==> src/rtl/telem_rx_pkg.sv <==
package telem_rx_pkg;
  typedef enum logic {
    ST_IDLE    = 1'b0,
    ST_CAPTURE = 1'b1
  } rx_state_e;
endpackage

==> src/rtl/telem_edge_filter.sv <==
// Accepts a level change only after FILT_LEN identical samples; emits a
// one-cycle pulse on every accepted change of either direction.
module telem_edge_filter #(
  parameter int   FILT_LEN   = 4,
  parameter logic IDLE_LEVEL = 1'b1
) (
  input  logic clk,
  input  logic rst,
  input  logic line_i,
  output logic edge_o
);
  logic [FILT_LEN-1:0] hist_q;
  logic                level_q;
  logic                flip;

  assign flip = (hist_q == {FILT_LEN{~level_q}});

  always_ff @(posedge clk) begin
    if (rst) begin
      hist_q  <= {FILT_LEN{IDLE_LEVEL}};
      level_q <= IDLE_LEVEL;
      edge_o  <= 1'b0;
    end else begin
      hist_q <= {hist_q[FILT_LEN-2:0], line_i};
      edge_o <= flip;
      if (flip) level_q <= ~level_q;
    end
  end
endmodule

==> src/rtl/telem_tick_timer.sv <==
// Free-running tick counter, cleared when a window opens.
module telem_tick_timer #(
  parameter int TICK_DIV = 2,
  parameter int CNT_W    = 16
) (
  input  logic             clk,
  input  logic             rst,
  input  logic             clear_i,
  output logic [CNT_W-1:0] stamp_o
);
  localparam int PW = (TICK_DIV > 1) ? $clog2(TICK_DIV) : 1;

  logic tick_en;

  generate
    if (TICK_DIV > 1) begin : g_div
      logic [PW-1:0] presc_q;
      always_ff @(posedge clk) begin
        if (rst || clear_i) presc_q <= '0;
        else if (presc_q == PW'(TICK_DIV - 1)) presc_q <= '0;
        else presc_q <= presc_q + 1'b1;
      end
      assign tick_en = (presc_q == PW'(TICK_DIV - 1));
    end else begin : g_nodiv
      assign tick_en = 1'b1;
    end
  endgenerate

  always_ff @(posedge clk) begin
    if (rst || clear_i) stamp_o <= '0;
    else if (tick_en)   stamp_o <= stamp_o + 1'b1;
  end
endmodule

==> src/rtl/telem_run_packer.sv <==
// Appends one run (a 1 then len-1 zeros) to the word; saturating bit count.
module telem_run_packer #(
  parameter int WB = 21,
  parameter int LW = 13,
  localparam int BW = $clog2(WB + 2)
) (
  input  logic [WB-1:0] word_i,
  input  logic [BW-1:0] bits_i,
  input  logic [LW-1:0] len_i,
  output logic [WB-1:0] word_o,
  output logic [BW-1:0] bits_o
);
  localparam logic [WB-1:0] ONE = WB'(1);

  int sum_w;

  always_comb begin
    word_o = word_i;
    bits_o = bits_i;
    sum_w  = 0;
    if (len_i != '0) begin
      if (int'(len_i) > WB) begin
        word_o = '0;
        bits_o = BW'(WB + 1);
      end else begin
        word_o = (word_i << len_i) | (ONE << (len_i - 1'b1));
        sum_w  = int'(bits_i) + int'(len_i);
        bits_o = (sum_w > WB) ? BW'(WB + 1) : BW'(sum_w);
      end
    end
  end
endmodule

==> src/rtl/telem_edge_rx.sv <==
module telem_edge_rx
  import telem_rx_pkg::*;
#(
  parameter int   TICKS_PER_BIT = 16,
  parameter int   TICK_DIV      = 2,
  parameter int   WORD_BITS     = 21,
  parameter int   MAX_EDGES     = 32,
  parameter int   FILT_LEN      = 4,
  parameter int   CNT_W         = 16,
  parameter logic IDLE_LEVEL    = 1'b1
) (
  input  logic                 clk,
  input  logic                 rst,
  input  logic                 start_i,
  input  logic                 line_i,
  input  logic [CNT_W-1:0]     timeout_i,
  output logic [WORD_BITS-1:0] word_o,
  output logic                 valid_o,
  output logic                 err_o
);
  localparam int SHIFT = $clog2(TICKS_PER_BIT);
  localparam int LW    = CNT_W + 1 - SHIFT;
  localparam int BW    = $clog2(WORD_BITS + 2);
  localparam int EW    = $clog2(MAX_EDGES + 1);

  rx_state_e            state_q;
  logic [CNT_W-1:0]     prev_q, stamp, diff;
  logic [EW-1:0]        ecnt_q, ecnt_n;
  logic [BW-1:0]        bits_q, bits_n, bits_f;
  logic [WORD_BITS-1:0] acc_q, acc_n, acc_f;
  logic [CNT_W:0]       rnd_sum;
  logic [LW-1:0]        run_len, pad_len;
  logic                 edge_p, capt, take, close, final_ok, open_win;

  telem_edge_filter #(.FILT_LEN(FILT_LEN), .IDLE_LEVEL(IDLE_LEVEL)) u_filt (
    .clk(clk), .rst(rst), .line_i(line_i), .edge_o(edge_p));

  assign capt     = (state_q == ST_CAPTURE);
  assign open_win = (state_q == ST_IDLE) && start_i;

  telem_tick_timer #(.TICK_DIV(TICK_DIV), .CNT_W(CNT_W)) u_tmr (
    .clk(clk), .rst(rst), .clear_i(open_win), .stamp_o(stamp));

  // Edge consumption: limited by edge budget and by a full word.
  assign take    = capt && edge_p && (ecnt_q < EW'(MAX_EDGES)) &&
                   (bits_q < BW'(WORD_BITS));
  assign diff    = stamp - prev_q;
  assign rnd_sum = {1'b0, diff} + (CNT_W + 1)'(TICKS_PER_BIT / 2);
  assign run_len = (take && ecnt_q != '0) ? rnd_sum[CNT_W:SHIFT] : '0;
  assign ecnt_n  = take ? ecnt_q + 1'b1 : ecnt_q;

  telem_run_packer #(.WB(WORD_BITS), .LW(LW)) u_run (
    .word_i(acc_q), .bits_i(bits_q), .len_i(run_len),
    .word_o(acc_n), .bits_o(bits_n));

  // Padding run uses the post-edge state so a closing-cycle edge counts.
  assign pad_len = (bits_n < BW'(WORD_BITS)) ?
                   (LW'(WORD_BITS) - LW'(bits_n)) : '0;

  telem_run_packer #(.WB(WORD_BITS), .LW(LW)) u_pad (
    .word_i(acc_n), .bits_i(bits_n), .len_i(pad_len),
    .word_o(acc_f), .bits_o(bits_f));

  assign close    = capt && (stamp >= timeout_i);
  assign final_ok = (ecnt_n != '0) && (bits_f == BW'(WORD_BITS));

  always_ff @(posedge clk) begin
    if (rst) begin
      state_q <= ST_IDLE;
      prev_q  <= '0;
      ecnt_q  <= '0;
      bits_q  <= '0;
      acc_q   <= '0;
      word_o  <= '0;
      valid_o <= 1'b0;
      err_o   <= 1'b0;
    end else begin
      valid_o <= 1'b0;
      err_o   <= 1'b0;
      case (state_q)
        ST_IDLE: begin
          if (start_i) begin
            state_q <= ST_CAPTURE;
            ecnt_q  <= '0;
            bits_q  <= '0;
            acc_q   <= '0;
          end
        end
        default: begin
          if (take) begin
            prev_q <= stamp;
            acc_q  <= acc_n;
            bits_q <= bits_n;
            ecnt_q <= ecnt_n;
          end
          if (close) begin
            state_q <= ST_IDLE;
            if (final_ok) begin
              valid_o <= 1'b1;
              word_o  <= acc_f;
            end else begin
              err_o <= 1'b1;
            end
          end
        end
      endcase
    end
  end
endmodule

==> config.mk <==
export PLATFORM = sky130hd
export DESIGN_NAME = telem_edge_rx
export DESIGN_NICKNAME = d
export VERILOG_FILES = /design/src/rtl/telem_rx_pkg.sv /design/src/rtl/telem_edge_filter.sv /design/src/rtl/telem_tick_timer.sv /design/src/rtl/telem_run_packer.sv /design/src/rtl/telem_edge_rx.sv
export SDC_FILE = /design/constraint.sdc
export NUM_CORES = 1
export LEC_CHECK = 0
export CORE_UTILIZATION = 55
export CTS_BUF_LIST = sky130_fd_sc_hd__clkbuf_8
export CTS_CLUSTER_SIZE = 20
export DETAILED_ROUTE_END_ITERATION = 10
export HOLD_SLACK_MARGIN = 0.06
export PLACE_DENSITY = 0.76
export SLEW_MARGIN = 20
export SYNTH_ARGS = -nofsm -noshare
export SYNTH_HDL_FRONTEND = slang
export SYNTH_HIERARCHICAL = 1
export SYNTH_SLANG_ARGS = --single-unit
==> constraint.sdc <==
create_clock -name clk -period 7.7 [get_ports clk]
set_input_delay 0.77 -clock clk [delete_from_list [all_inputs] [get_ports clk]]
set_output_delay 0.77 -clock clk [all_outputs]
set_load 0.01 [all_outputs]
# After elaboration in Yosys (flattened, before gate mapping)
# Index checks and enable logic that the tools add are counted.
# totals
ff_bits,95
inputBits,20
out_inout_bits,23
elab_cells,88
# op_classes
n_addsub,10
n_lt_le_gt_ge,8
eq_ne,3
shift,4
muxes,27
bitwise_logic,5
reduce_logical,18
# ops
cell,count
21-bit 2-to-1 mux,7
32-bit by 6-bit > comparator with 1-bit output (second input constant),2
5-bit 2-to-1 mux,9
21-bit OR,2
1-bit by 13-bit << shifter with 21-bit output (first input constant),2
21-bit by 13-bit << shifter with 21-bit output,2
5-bit by 13-bit adder with 14-bit output,2
13-bit by 5-bit > comparator with 1-bit output (second input constant),2
13-bit 2-to-1 mux,2
13-bit nonzero test,2
13-bit by 1-bit subtractor with 13-bit output (second input constant),2
6-bit 2-to-1 mux,4
16-bit by 4-bit adder with 17-bit output (second input constant),1
16-bit by 1-bit adder with 16-bit output (second input constant),1
16-bit greater-or-equal comparator,1
16-bit subtractor,1
6-bit nonzero test,2
5-bit < comparator (second input constant),2
1-bit logical AND,7
6-bit by 1-bit adder with 6-bit output (second input constant),1
6-bit < comparator (second input constant),1
5-bit by 5-bit subtractor with 6-bit output (first input constant),1
5-bit == test (second input constant),1
1-bit 2-to-1 mux,5
10 further kinds,13

# Longest topological paths before layout
# Gate-level depths: netlist (run 1).
# logic_depth
word_depth,20
ltp_mapped,41
mapped_depth_nobuf,34

# Hierarchy
# The synthesis (run 1) kept the hierarchy.
# by_module_without_submodules
mod,n_inst,cells_each,area_per_inst_um2,seq_area_each_um2
telem_run_packer,2,281,2270.9,0.0
telem_edge_rx,1,564,4529.3,1441.4
telem_tick_timer,1,87,793.3,340.3
telem_edge_filter,1,18,210.2,120.1

# Worst setup path before layout (run 1)
# OpenSTA, ideal clock, no wires.
# synth_path
path_type,register to register
startpoint,register u_tmr.stamp_o[2]
endpoint,register word_o[0]
setup_ps,72
t_arrival_ps,7706
t_required_ps,7628
setup_slack_ps,-77
path_stages_with_launch,35
path_buffers,4
synth_period_minus_slack_ps,7777
cell_sequence,dfxtp_1 > ha_1 > a21oi_1 > o21ai_4 > a21oi_1 > xnor2_1 > ha_1 > nand4_1 > or3_1 > nor4_1 > mux2_1 > nor4_1 > nand2_1 > a2111oi_2 > o21ai_1 > o21ai_0 > a21o_1 > a21oi_1 > nand2b_1 > and2_1 > buf_6 > inv_1 > buf_2 > ha_1 > or4b_4 > o311ai_4 > a2111oi_2 > o21ai_1 > o21ai_0 > nand4b_1 > a211oi_1 > nor2b_1 > clkbuf_1 > buf_6 > mux2i_1
# synth_via
elab_chain_cells,18
word_cells_on_any_way,37
cone_classes,add/sub: 7; order compare: 6; eq/ne: 1; shift: 4; mux: 12; bitwise: 2; reduce/logical: 5
# synth_rtl
element,line_no,rtl
from (decl),telem_tick_timer.sv:9,output logic [CNT_W-1:0] stamp_o
from (signal assigned),telem_tick_timer.sv:31,else if (tick_en) stamp_o <= stamp_o + 1'b1;
16-bit subtractor (*),telem_edge_rx.sv:47,assign diff = stamp - prev_q;
16-bit by 4-bit adder with 17-bit output (*),telem_edge_rx.sv:48,"assign rnd_sum = {1'b0, diff} + (CNT_W + 1)'(TICKS_PER_BIT / 2);"
13-bit 2-to-1 mux (*),telem_edge_rx.sv:49,assign run_len = (take && ecnt_q != '0) ? rnd_sum[CNT_W:SHIFT] : '0;
named net run_len[11],telem_edge_rx.sv:32,"logic [LW-1:0] run_len, pad_len;"
5-bit by 13-bit adder with 14-bit output,telem_run_packer.sv:27,sum_w = int'(bits_i) + int'(len_i);
32-bit by 6-bit > comparator with 1-bit output,telem_run_packer.sv:28,bits_o = (sum_w > WB) ? BW'(WB + 1) : BW'(sum_w);
5-bit 2-to-1 mux,telem_run_packer.sv:28,
5-bit 2-to-1 mux,telem_run_packer.sv:22,if (int'(len_i) > WB) begin
[... 1 more ...],-,
named net bits_n[3],telem_edge_rx.sv:29,"logic [BW-1:0] bits_q, bits_n, bits_f;"
[... 2 more ...],-,
named net pad_len[1],telem_edge_rx.sv:32,
[... 1 more ...],-,
32-bit by 6-bit > comparator with 1-bit output,telem_run_packer.sv:28,
5-bit 2-to-1 mux,telem_run_packer.sv:28,
5-bit 2-to-1 mux,telem_run_packer.sv:22,
5-bit 2-to-1 mux (*),telem_run_packer.sv:21,if (len_i != '0) begin
named net bits_f[3],telem_edge_rx.sv:29,
5-bit == test (*),telem_edge_rx.sv:65,assign final_ok = (ecnt_n != '0) && (bits_f == BW'(WORD_BITS));
1-bit logical AND (*),telem_edge_rx.sv:65,
3-bit AND reduction (no source line) (*),-,
to (signal assigned),telem_edge_rx.sv:74,word_o <= '0;
to (signal assigned),telem_edge_rx.sv:100,word_o <= acc_f;
to (decl),telem_edge_rx.sv:17,"output logic [WORD_BITS-1:0] word_o,"
# Mark *: on every way through the listed nets, which the timed path passes. The rest lies on a longest branch.
# A chain may end at the register's enable or synchronous reset.

# Final worst setup path (run 1)
# layout_path
startpoint,register prev_q[2]
endpoint,register word_o[20]
# layout_via
elab_chain_cells,18
word_cells_on_any_way,35
cone_classes,add/sub: 7; order compare: 5; eq/ne: 1; shift: 4; mux: 12; bitwise: 2; reduce/logical: 4
# layout_rtl
element,line_no,rtl
from (decl),telem_edge_rx.sv:27,"logic [CNT_W-1:0] prev_q, stamp, diff;"
from (signal assigned),telem_edge_rx.sv:91,prev_q <= stamp;
16-bit subtractor (*),telem_edge_rx.sv:47,
16-bit by 4-bit adder with 17-bit output (*),telem_edge_rx.sv:48,
13-bit 2-to-1 mux (*),telem_edge_rx.sv:49,
named net run_len[11],telem_edge_rx.sv:32,
5-bit by 13-bit adder with 14-bit output,telem_run_packer.sv:27,
32-bit by 6-bit > comparator with 1-bit output,telem_run_packer.sv:28,
5-bit 2-to-1 mux,telem_run_packer.sv:28,
5-bit 2-to-1 mux,telem_run_packer.sv:22,
[... 1 more ...],-,
named net bits_n[1],telem_edge_rx.sv:29,
[... 2 more ...],-,
named net pad_len[10],telem_edge_rx.sv:32,
[... 1 more ...],-,
32-bit by 6-bit > comparator with 1-bit output,telem_run_packer.sv:28,
5-bit 2-to-1 mux,telem_run_packer.sv:28,
5-bit 2-to-1 mux,telem_run_packer.sv:22,
5-bit 2-to-1 mux (*),telem_run_packer.sv:21,
named net bits_f[1],telem_edge_rx.sv:29,
5-bit == test (*),telem_edge_rx.sv:65,
1-bit logical AND (*),telem_edge_rx.sv:65,
3-bit AND reduction (no source line) (*),-,
# Marked as above.

==> summary.txt, run 1 <==
Worst setup path
  • Worst Setup Start Kind: register
  • WP data required: ~8 ns
  • R2R Setup Slk: roughly 0.48 ns
  • Biggest cell delay along the critical path: roughly 0.54 ns
  • Delay-heaviest family, CP: simple AND/OR/NAND/NOR gates
  • WS Path Type: reg -> reg
  • Crit path max fanout: 27
  • CP endpoint kind: register
  • Crit path top cell by count: ha_1
  • CP bufs+invs: 4
  • CP max stage cell: nor4_4
  • Arrival @ worst endpoint: 7.54 ns

GRT
  • Initial antenna violation count: 0
  • Largest net degree at the start of global routing: just over 100
  • GRT overflow: 0
  • Vias in the first global route: about 9000
  • Global-route wire length before repair: 45980 µm
  • GRT Util Overall: 30.79%

Layout
  • Fraction of layout cells with a size suffix above 1: 16.43%
  • Design area: approximately 11000 µm²
  • N_diodes: 0
  • Nets: ~1300
  • Area Overhead vs Synth: 10.47%
  • Layout Utilization: around three fifths
  • Final std cells w/o fill: between 1500 and 2000

Timing
  • Final Cycle Share: around 94%
  • Hold slack: between 0.4 and 0.5 ns
  • Worst slew margin relative to its limit: around 24%
  • Fin crit period: a little over 7 ns
  • Final hold violations: 0
  • Clk_skew: about 0.022 ns
  • Max Fclk: 0.1385 GHz
  • Worst-Margin Slew: around 1.1 ns
  • Final setup viols: 0
  • Final Max Tran Viols: 0

Power
  • Pwr Density: a little under 80 nW/µm²
  • Pleak: about 4 nW
  • Total power: slightly below 900 µW
  • Worst vdd ir: 0.0001038 V

Clock tree
  • Clk_lat worst skew: around 0.4 ns
  • TritonCTS clock tree: built
  • CTS max path bufs: 2
  • Post-CTS Hold Buffers: 0
  • Reg clk slew, reported paths: 0.10 ns
  • Clock sink total: 95
  • # H-tree levels: 3
  • Root buffer cell: clkbuf_8
  • CTS Buf Count: 9

Synth
  • Syn nets: 1303
  • Main synth FF type: dfxtp_1
  • Sequential area share after synthesis: 18.88%
  • Post-synth EDFFs: 0
  • Ys async rst share: 0%
  • YS warnings: 6
  • Mapped Area: between 10000 and 15000 µm²
  • Synth cell types: 95
  • Post-Synthesis Cells: 1231
  • Yosys reg bits: between 90 and 100
  • Synthesized area per cell: ~8 µm²

Place
  • Placer Congestion: roughly 0.94
  • Placed Area: ~11000 µm²
  • IO Port Bufs: 42
  • Placed insts: roughly 1500
  • HPWL Detailed: 20880 µm

Drt
  • Via count: about 10000
  • DRC viols: 0
  • DR pass1 iterations: 9
  • Wire per inst: ~19 µm
  • Drt first-iter violations: a little over 1000
  • Antenna viol nets, final: 0
  • Via density: ~6.6
  • Drt total wl: ~29000 µm

Floorplan
  • Row cnt: approximately 50
  • Initial Util: a little under three fifths
  • Die Width: roughly 140 µm
  • DIE HEIGHT: ~140 µm
  • Core area: ~18000 µm²
  • Boundary Pins: 43
  • Die Footprint: 18860 µm²

Min path
  • Hold Crit Class: reg -> reg

Outcome
  • Status: finished, final reports clean

Job
  • Number of max-cap violations: 0
[cell type report]
type | instances | area, µm²
clock buffers | 9 | 123.9
clock inverters | 7 | 68.82
fillers | 1601 | 6834
inverters | 63 | 236.5
multi-input cells | 993 | 7594
flip-flops and latches | 95 | 1902
well taps | 229 | 286.5
repair buffers | 105 | 918.4
[report_power, final]
part           switching, mW  internal, mW  total, mW
sequential           0.00426         0.493      0.497
combinational         0.0238        0.0216     0.0453
clock                  0.207         0.124      0.331
total                  0.235         0.638      0.873
[per-stage QoR]
stage	setup slack, ns	setup TNS (ns)
finish	0.4781	0
floorplan	0.05696	0
CTS	0.07568	0
global placement	0.1622	0
detailed placement	-0.2027	-3.681
global route	-0.03747	-0.09962
[metal layers]
layer	global-route usage, %	share of wire, %	vias to the layer above
li1	-	-	4621
met1	42.35	44	4742
met2	49.07	46	432
met3	4.709	7.6	69
met4	10.07	2.6	0
met5	0	0	-
[placed cells by master, fill, tap and decap left out, types with 8 or more instances in the layout]
cell type,netlist,layout
and3_1,11,11
mux2_2,14,15
nand2_1,131,130
mux2i_1,67,67
ha_1,50,50
nand3_1,57,57
mux4_2,30,30
inv_1,63,63
or3_1,15,14
clkdlybuf4s50_1,0,41
nor2_1,70,66
xor2_1,25,25
a2bb2oi_1,8,8
nand2b_1,62,62
nor4_1,14,12
o211ai_1,8,8
nand4_1,25,25
xnor2_1,21,21
clkbuf_8,0,9
o21ai_1,9,9
nor2b_1,16,15
o21ai_0,36,34
dfxtp_1,95,95
a21o_1,11,11
a22oi_1,12,12
o22ai_1,8,8
a21oi_1,100,97
nor3_1,24,24
buf_4,6,61
[worst min-delay path, cell delays in order, from the launching register on]
cell and delay (ns):
dfxtp_1 0.32, nand2_1 0.05, a21oi_1 0.05
[registers in the layout, indices dropped and copies added, names as in the netlist, 4 cells and up]
signal,flops
ecnt_q,6
prev_q,16
u_filt/hist_q,4
acc_q,21
u_tmr/stamp_o,16
bits_q,5
word_o,21
[synthesized netlist by cell type, drive strengths merged, types with 5 or more instances]
| cell | count | share of area, % |
|---|---|---|
| a21o | 11 | 0.82 |
| o21a | 7 | 0.52 |
| nor3b | 6 | 0.45 |
| mux2i | 67 | 6.7 |
| nor2 | 70 | 2.6 |
| o311ai | 5 | 0.96 |
| nand3 | 58 | 2.9 |
| nor3 | 30 | 2.0 |
| xnor2 | 22 | 2.1 |
| and2 | 7 | 0.43 |
| clkbuf | 36 | 1.3 |
| and3 | 12 | 0.76 |
| nor2b | 17 | 1.1 |
| a31oi | 9 | 0.86 |
| ha | 50 | 6.2 |
| dfxtp | 95 | 19 |
| mux4 | 30 | 6.7 |
| nand2b | 64 | 4.1 |
| inv | 63 | 2.3 |
| nand4 | 27 | 2.0 |
| xor2 | 25 | 2.2 |
| nor4 | 20 | 1.8 |
| mux2 | 15 | 1.7 |
| nand4b | 6 | 0.67 |
| o22ai | 9 | 0.62 |
| o21ai | 49 | 2.7 |
| buf | 44 | 3.3 |
| a211oi | 10 | 0.84 |
| a32oi | 6 | 0.52 |
| a211o | 6 | 0.52 |
| nand2 | 131 | 4.9 |
| a221oi | 8 | 1.1 |
| or3 | 15 | 0.93 |
| or2 | 8 | 0.50 |
| a21oi | 101 | 5.1 |
| a22oi | 12 | 0.89 |
| a2bb2oi | 8 | 0.70 |
| o211ai | 8 | 0.60 |
| nor4b | 5 | 0.71 |
[path summary, 6_finish.rpt]
| path | to | cells past startpoint | startpoint |
|---|---|---|---|
| max | word_o[20]$_SDFFE_PP0P_ | 29 | prev_q[2]$_SDFFE_PP0P_ |
| min | prev_q[4]$_SDFFE_PP0P_ | 2 | prev_q[4]$_SDFFE_PP0P_ |
| max reg2reg | word_o[20]$_SDFFE_PP0P_ | 29 | prev_q[2]$_SDFFE_PP0P_ |
| min reg2reg | prev_q[4]$_SDFFE_PP0P_ | 2 | prev_q[4]$_SDFFE_PP0P_ |
[timing repair]
action                                  CTS  global route
setup buffers                             0             4
resized for setup                         4            16
pin swaps                                 0             5
cloned                                    0             1
endpoints found under the setup margin   21            23
[logic make-up (layout without fill, tap and decap cells)]
| family | Yosys count | count (layout) | share of synthesized area, % |
|---|---|---|---|
| and+or+nand+nor | 490 | 490 | 27.12 |
| muxes | 112 | 112 | 15.04 |
| buffers and inverters | 143 | 184 | 6.955 |
| DFF | 95 | 95 | 18.88 |
| AOI/OAI and AO/OA | 292 | 292 | 21.13 |
| xor gates and xnor gates | 47 | 47 | 4.272 |
| adders and majority gates | 52 | 52 | 6.607 |
Power figures use the tool's default switching activity.
==> run 2: changes to the inputs <==
Settings changed: RECOVER_POWER set to 100.
==> run 2 against run 1 <==
Effect of this change:
- the run now ends with max-capacitance violations, max-slew violations left
- design area decreased by 0.30%
- combinational power increased by 1%
- first-iteration DRC count fell by 0.79%
==> summary.txt, run 2 (synthesized netlist as in run 1, its figures left out) <==
Layout
  • Final std cells w/o fill: 1501 (unchanged)
  • Fraction of layout cells with a size suffix above 1: 15.80% (-0.63 points)
  • Design area: 11100 µm² (-0.30%)
  • Area Overhead vs Synth: 10.13%
  • Nets: 1339 (unchanged)
  • N_diodes: 0 (unchanged)
  • Largest regs: acc_q: 21 flops, word_o: 21 flops
  • Commonest non-fill, non-tap cell in the layout: nand2_1
  • Commonest non-fill, non-tap cells in the layout: nand2_1, a21oi_1, dfxtp_1

Clock tree
  • Reg clk slew, reported paths: 0.10 ns (about the same)
  • Clock sink total: 95 (unchanged)
  • Post-CTS Hold Buffers: 0 (unchanged)
  • TritonCTS clock tree: built
  • CTS max path bufs: 2 (unchanged)
  • # H-tree levels: 3 (unchanged)
  • CTS Buf Count: 9 (unchanged)
  • Clk_lat worst skew: 0.41 ns (about the same)
  • Root buffer cell: clkbuf_8

Timing
  • Worst-Margin Slew: 3.903 ns (+2.782 ns)
  • Final setup viols: 0 (unchanged)
  • Worst slew margin relative to its limit: -160.2% (-180 points)
  • Final hold violations: 0 (unchanged)
  • Max Fclk: 0.1385 GHz (about the same)
  • Setup slack after layout: 0.4787 ns (+0.0006980 ns)
  • Hold slack: 0.4617 ns (+0.00006000 ns)
  • Final Cycle Share: 93.78% (about the same)
  • Clk_skew: 0.02345 ns (+0.001903 ns)
  • Fin crit period: 7.221 ns (-0.0006980 ns)
  • Final Max Tran Viols: 102 (+102)

GRT
  • Global-route wire length before repair: 45980 µm (unchanged)
  • GRT overflow: 0 (unchanged)
  • GRT Util Overall: 30.79% (unchanged)
  • Largest net degree at the start of global routing: 102 (unchanged)
  • Vias in the first global route: 9131 (unchanged)
  • Initial antenna violation count: 0 (unchanged)

Worst setup path
  • WS Path Type: reg -> reg
  • Biggest cell delay along the critical path: 0.54 ns (about the same)
  • Reg-to-reg startpoint: prev_q[2]$_SDFFE_PP0P_
  • CP endpoint kind: register
  • Critical Path Start: prev_q[2]$_SDFFE_PP0P_
  • CP max stage cell: nor4_4
  • Crit path top cell by count: ha_1
  • WP data required: 8.02 ns (about the same)
  • Worst Setup Start Kind: register
  • Crit path max fanout: 27 (unchanged)
  • Arrival @ worst endpoint: 7.54 ns (about the same)

Drt
  • Wire per inst: 19.12 µm (about the same)
  • Via count: 9874 (+0.10%)
  • DRC viols: 0 (unchanged)
  • Via density: 6.578 (+0.10%)
  • Drt first-iter violations: 1006 (-0.79%)
  • DR pass1 iterations: 7 (-2)
  • Drt total wl: 28700 µm (about the same)
  • Antenna viol nets, final: 0 (unchanged)

Floorplan
  • DIE HEIGHT: 137.3 µm (unchanged)
  • Core area: 17960 µm² (unchanged)
  • Die Footprint: 18860 µm² (unchanged)
  • Row cnt: 49 (unchanged)
  • Die Width: 137.3 µm (unchanged)
  • Initial Util: 56.08% (unchanged)
  • Boundary Pins: 43 (unchanged)

Place
  • IO Port Bufs: 42 (unchanged)
  • HPWL Detailed: 20880 µm (unchanged)
  • Dpl ws: -0.2027 ns (unchanged)
  • Placed Area: 10790 µm² (unchanged)
  • Placer Congestion: 0.9369 (unchanged)
  • Placed insts: 1480 (unchanged)

Min path
  • Startpoint of the worst hold path: prev_q[4]$_SDFFE_PP0P_
  • Hold Crit Class: reg -> reg

Power
  • Worst vdd ir: 0.0001037 V (-0.13%)
  • Total power: 875.3 µW (+0.23%)
  • Pwr Density: 78.89 nW/µm² (+0.53%)
  • Pleak: 4.114 nW (+1.7%)

Outcome
  • Violated checks: max-capacitance violations, max-slew violations
  • Status: complete, but fails checks

Job
  • Number of max-cap violations: 1 (+1)
run 2: cell types whose count changed in the layout (fill, tap and decap cells not counted), moves of 4 or more:
cell,change
clkdlybuf4s50_1,-23
clkbuf_1,+4
dlygate4sd3_1,+23
buf_4,-4
run 2: stage by stage:
step           util (%)  TNS (ns)
6_report          61.77         0
5_1_grt           61.77  -0.09962
4_1_cts           61.21         0
3_5_place_dp      60.06    -3.681
3_3_place_gp      60.06         0
2_1_floorplan         -         0
run 2: repair_timing:
action,CTS,global route
setup endpoints to repair,21,23
resized for setup,4,16
gates cloned,0,1
buffers inserted,0,4
pin swaps,0,5
run 2: area by class of cell:
class,count,area [µm²]
clock buffers,9,123.9
clock inverters,7,68.82
fillers,1612,6868
inverters,63,236.5
multi-input cells,993,7575
flip-flops and latches,95,1902
well taps,229,286.5
repair buffers,105,903.4
run 2: final timing paths:
check | slack [ns] | endpoint | cells past startpoint
setup / recovery | 0.48 | word_o[20]$_SDFFE_PP0P_ | 29
hold / removal | 0.46 | prev_q[4]$_SDFFE_PP0P_ | 2
setup reg to reg | 0.48 | word_o[20]$_SDFFE_PP0P_ | 29
hold reg to reg | 0.46 | prev_q[4]$_SDFFE_PP0P_ | 2
run 2: layer usage:
metal	GRT usage [%]	wire [µm]	vias to the layer above
met5	0	0	-
met4	10.07	704	0
met3	4.709	2137	68
met2	49.07	13090	432
met1	42.35	12770	4745
li1	-	-	4629
run 2: power breakdown:
part | internal, mW | switching [mW]
registers | 0.493 | 0.00423
logic | 0.0221 | 0.0237
clock network | 0.124 | 0.208
run 2: critical path, delay by kind of cell (launching register included):
family / cells / cell delay (ns)
AO/OA/AOI/OAI: 9 / 1.82
XOR/XNOR: 1 / 0.14
adder cells (fa/ha/maj): 3 / 0.67
buffers and inverters: 4 / 0.58
flip-flops: 1 / 0.34
multiplexers: 2 / 0.59
AND/OR/NAND/NOR: 10 / 2.99
==> run 3: changes to the inputs <==
Settings changed: CORE_UTILIZATION 55 to 58, PLACE_DENSITY 0.76 to 0.8.
==> run 3 against run 2 <==
Effect of this change:
- the flow still finishes with violations (max-capacitance violations, max-slew violations)
- power rose by 4.9%
- clock power rose by 13%
- worst hold slack worse by 0.0031 ns
- register-to-register slack better by 0.03 ns
- worst setup slack improved by 0.034 ns
- sequential power about the same
- via count fell by 0.93%
- non-clock buffer count shrank 5
- clock skew is 0.0078 ns lower
- first-iteration DRC count is 14% higher
- count of clock-buffer cells in the layout did not move
- combinational power about the same
- critical endpoint is now word_o[6]$_SDFFE_PP0P_
==> summary.txt, run 3 (synthesized netlist as in run 1, its figures left out) <==
Outcome
  • Status: complete, but fails checks
  • Violated checks: max-capacitance violations, max-slew violations

GRT
  • Global-route wire length before repair: 45240 µm (-1.6%)
  • GRT overflow: 0 (unchanged)
  • GRT Util Overall: 31.03% (+0.24 points)
  • Initial antenna violation count: 0 (unchanged)
  • Vias in the first global route: 8953 (-1.9%)
  • Largest net degree at the start of global routing: 102 (unchanged)

Floorplan
  • Die Footprint: 17900 µm² (-5.1%)
  • DIE HEIGHT: 133.8 µm (-2.6%)
  • Initial Util: 60.11% (+4.0 points)
  • Boundary Pins: 43 (unchanged)
  • Die Width: 133.8 µm (-2.6%)
  • Core area: 16760 µm² (-6.7%)
  • Row cnt: 47 (-4.1%)

Timing
  • Final hold violations: 0 (unchanged)
  • Final Max Tran Viols: 102 (unchanged)
  • Max Fclk: 0.1391 GHz (+0.47%)
  • Final setup viols: 0 (unchanged)
  • Clk_skew: 0.01565 ns (-0.007790 ns)
  • Worst slew margin relative to its limit: -161.8% (-1.5 points)
  • Fin crit period: 7.187 ns (-0.03378 ns)
  • Final Cycle Share: 93.34% (-0.44 points)
  • Hold slack: 0.4587 ns (-0.003064 ns)
  • Final TNS setup: 0 ns (unchanged)
  • Worst-Margin Slew: 3.926 ns (+0.02281 ns)

Power
  • Pleak: 4.117 nW (about the same)
  • Pwr Density: 82.90 nW/µm² (+5.1%)
  • Worst vdd ir: 0.0001215 V (+17%)

Layout
  • Commonest non-fill, non-tap cell in the layout: nand2_1
  • Fraction of layout cells with a size suffix above 1: 15.46% (-0.34 points)
  • Area Overhead vs Synth: 9.948%
  • Nets: 1335 (-0.30%)
  • Commonest non-fill, non-tap cells in the layout: nand2_1, a21oi_1, dfxtp_1
  • Layout Utilization: 66.09% (+4.3 points)
  • Largest regs: acc_q: 21 flops, word_o: 21 flops
  • N_diodes: 0 (unchanged)
  • Final std cells w/o fill: 1488 (-0.87%)

Worst setup path
  • Crit path top cell by count: ha_1
  • Critical Path Start: prev_q[2]$_SDFFE_PP0P_
  • CP endpoint kind: register
  • R2R Setup Slk: 0.51 ns (+0.03 ns)
  • WP data required: 8.01 ns (about the same)
  • CP max stage cell: or3_4
  • Reg-to-reg startpoint: prev_q[2]$_SDFFE_PP0P_
  • WS Path Type: reg -> reg
  • Biggest cell delay along the critical path: 0.40 ns (-0.14 ns)
  • Worst R2R Path Depth: 32 (+10%)
  • Worst Setup Start Kind: register
  • Crit path max fanout: 21 (-22%)
  • Reg2reg end: word_o[6]$_SDFFE_PP0P_
  • Capture point of the worst path: word_o[6]$_SDFFE_PP0P_
  • Arrival @ worst endpoint: 7.50 ns (-0.04 ns)

Clock tree
  • CTS max path bufs: 2 (unchanged)
  • Clk_lat worst skew: 0.39 ns (-0.02 ns)
  • CTS Buf Count: 9 (unchanged)
  • Post-CTS Hold Buffers: 0 (unchanged)
  • TritonCTS clock tree: built
  • Clock sink total: 95 (unchanged)
  • Root buffer cell: clkbuf_8
  • Reg clk slew, reported paths: 0.10 ns (about the same)
  • # H-tree levels: 3 (unchanged)

Drt
  • Via density: 6.574 (about the same)
  • Wire per inst: 18.49 µm (-3.3%)
  • DRC viols: 0 (unchanged)
  • Drt first-iter violations: 1147 (+14%)
  • Drt total wl: 27520 µm (-4.1%)
  • Via count: 9782 (-0.93%)
  • Antenna viol nets, final: 0 (unchanged)
  • DR pass1 iterations: 6 (-1)

Place
  • HPWL Detailed: 20080 µm (-3.8%)
  • IO Port Bufs: 42 (unchanged)
  • Placer Congestion: 0.9842 (+5.0%)
  • Placed insts: 1469 (-0.74%)

Min path
  • Hold Crit Class: reg -> reg
  • WHS Path Cells: 2 (unchanged)

Job
  • Number of max-cap violations: 1 (unchanged)
run 3: cell count changes in the layout (fill, tap and decap cells not counted), moves of 2 or more:
cell / delta
a221oi_1: -2
a221oi_2: +2
bufinv_16: +2
clkbuf_1: -3
clkinv_4: -2
clkinvlp_4: -2
inv_6: +2
o21ai_0: -2
o21ai_1: +2
o22a_1: +2
run 3: cell type report:
type | count | area [µm²]
Tap cell | 220 | 275.3
Inverter | 63 | 236.5
Fill cell | 1407 | 5683
Clock buffer | 9 | 123.9
Multi-Input combinational cell | 994 | 7585
Clock inverter | 7 | 95.09
Timing Repair Buffer | 100 | 859.6
Sequential cell | 95 | 1902
run 3: power breakdown:
group | switching (mW) | internal, mW | total (mW)
combinational | 0.0241 | 0.0219 | 0.0460
sequential | 0.00413 | 0.493 | 0.497
clock | 0.191 | 0.184 | 0.375
run 3: metal layers:
metal | GRT usage (%) | wire length, µm | vias up
met5 | 0 | 0 | -
met4 | 8.838 | 310 | 0
met3 | 3.666 | 2253 | 26
met2 | 48.88 | 12520 | 500
met1 | 44.49 | 12440 | 4651
li1 | - | - | 4605
run 3: worst max-delay path, delay by kind of cell, from the launching register on:
family                     cells  cell delay [ns]
muxes                          2             0.61
AOI/OAI and AO/OA             13             2.77
xor gates and xnor gates       1             0.15
adders and majority gates      3             0.68
and+or+nand+nor               10             2.20
DFF                            1             0.34
buffers and inverters          3             0.33
run 3: what timing repair did:
action	4_1_cts	5_1_grt
cloned	0	1
resized for setup	2	14
setup endpoints to repair	21	23
hold endpoints to repair	0	0
pin swaps	0	1
buffers inserted	0	2
run 3: through the flow:
step                      power, mW  setup WS (ns)  area [µm²]
after global routing         0.9486       -0.03900       11080
after floorplan              0.5358        0.05696       10080
after detailed placement     0.5531       -0.01781       10750
after CTS                    0.9249       0.007899       10980
final                        0.9183         0.5125       11080
after global placement       0.5518         0.2305       10750
run 3: worst min path at each step:
stage / start / end
final: prev_q[5]$_SDFFE_PP0P_ / prev_q[5]$_SDFFE_PP0P_
after floorplan: prev_q[0]$_SDFFE_PP0P_ / prev_q[0]$_SDFFE_PP0P_
after CTS: prev_q[0]$_SDFFE_PP0P_ / prev_q[0]$_SDFFE_PP0P_
after global routing: prev_q[5]$_SDFFE_PP0P_ / prev_q[5]$_SDFFE_PP0P_
after detailed placement: prev_q[0]$_SDFFE_PP0P_ / prev_q[0]$_SDFFE_PP0P_
after global placement: prev_q[0]$_SDFFE_PP0P_ / prev_q[0]$_SDFFE_PP0P_
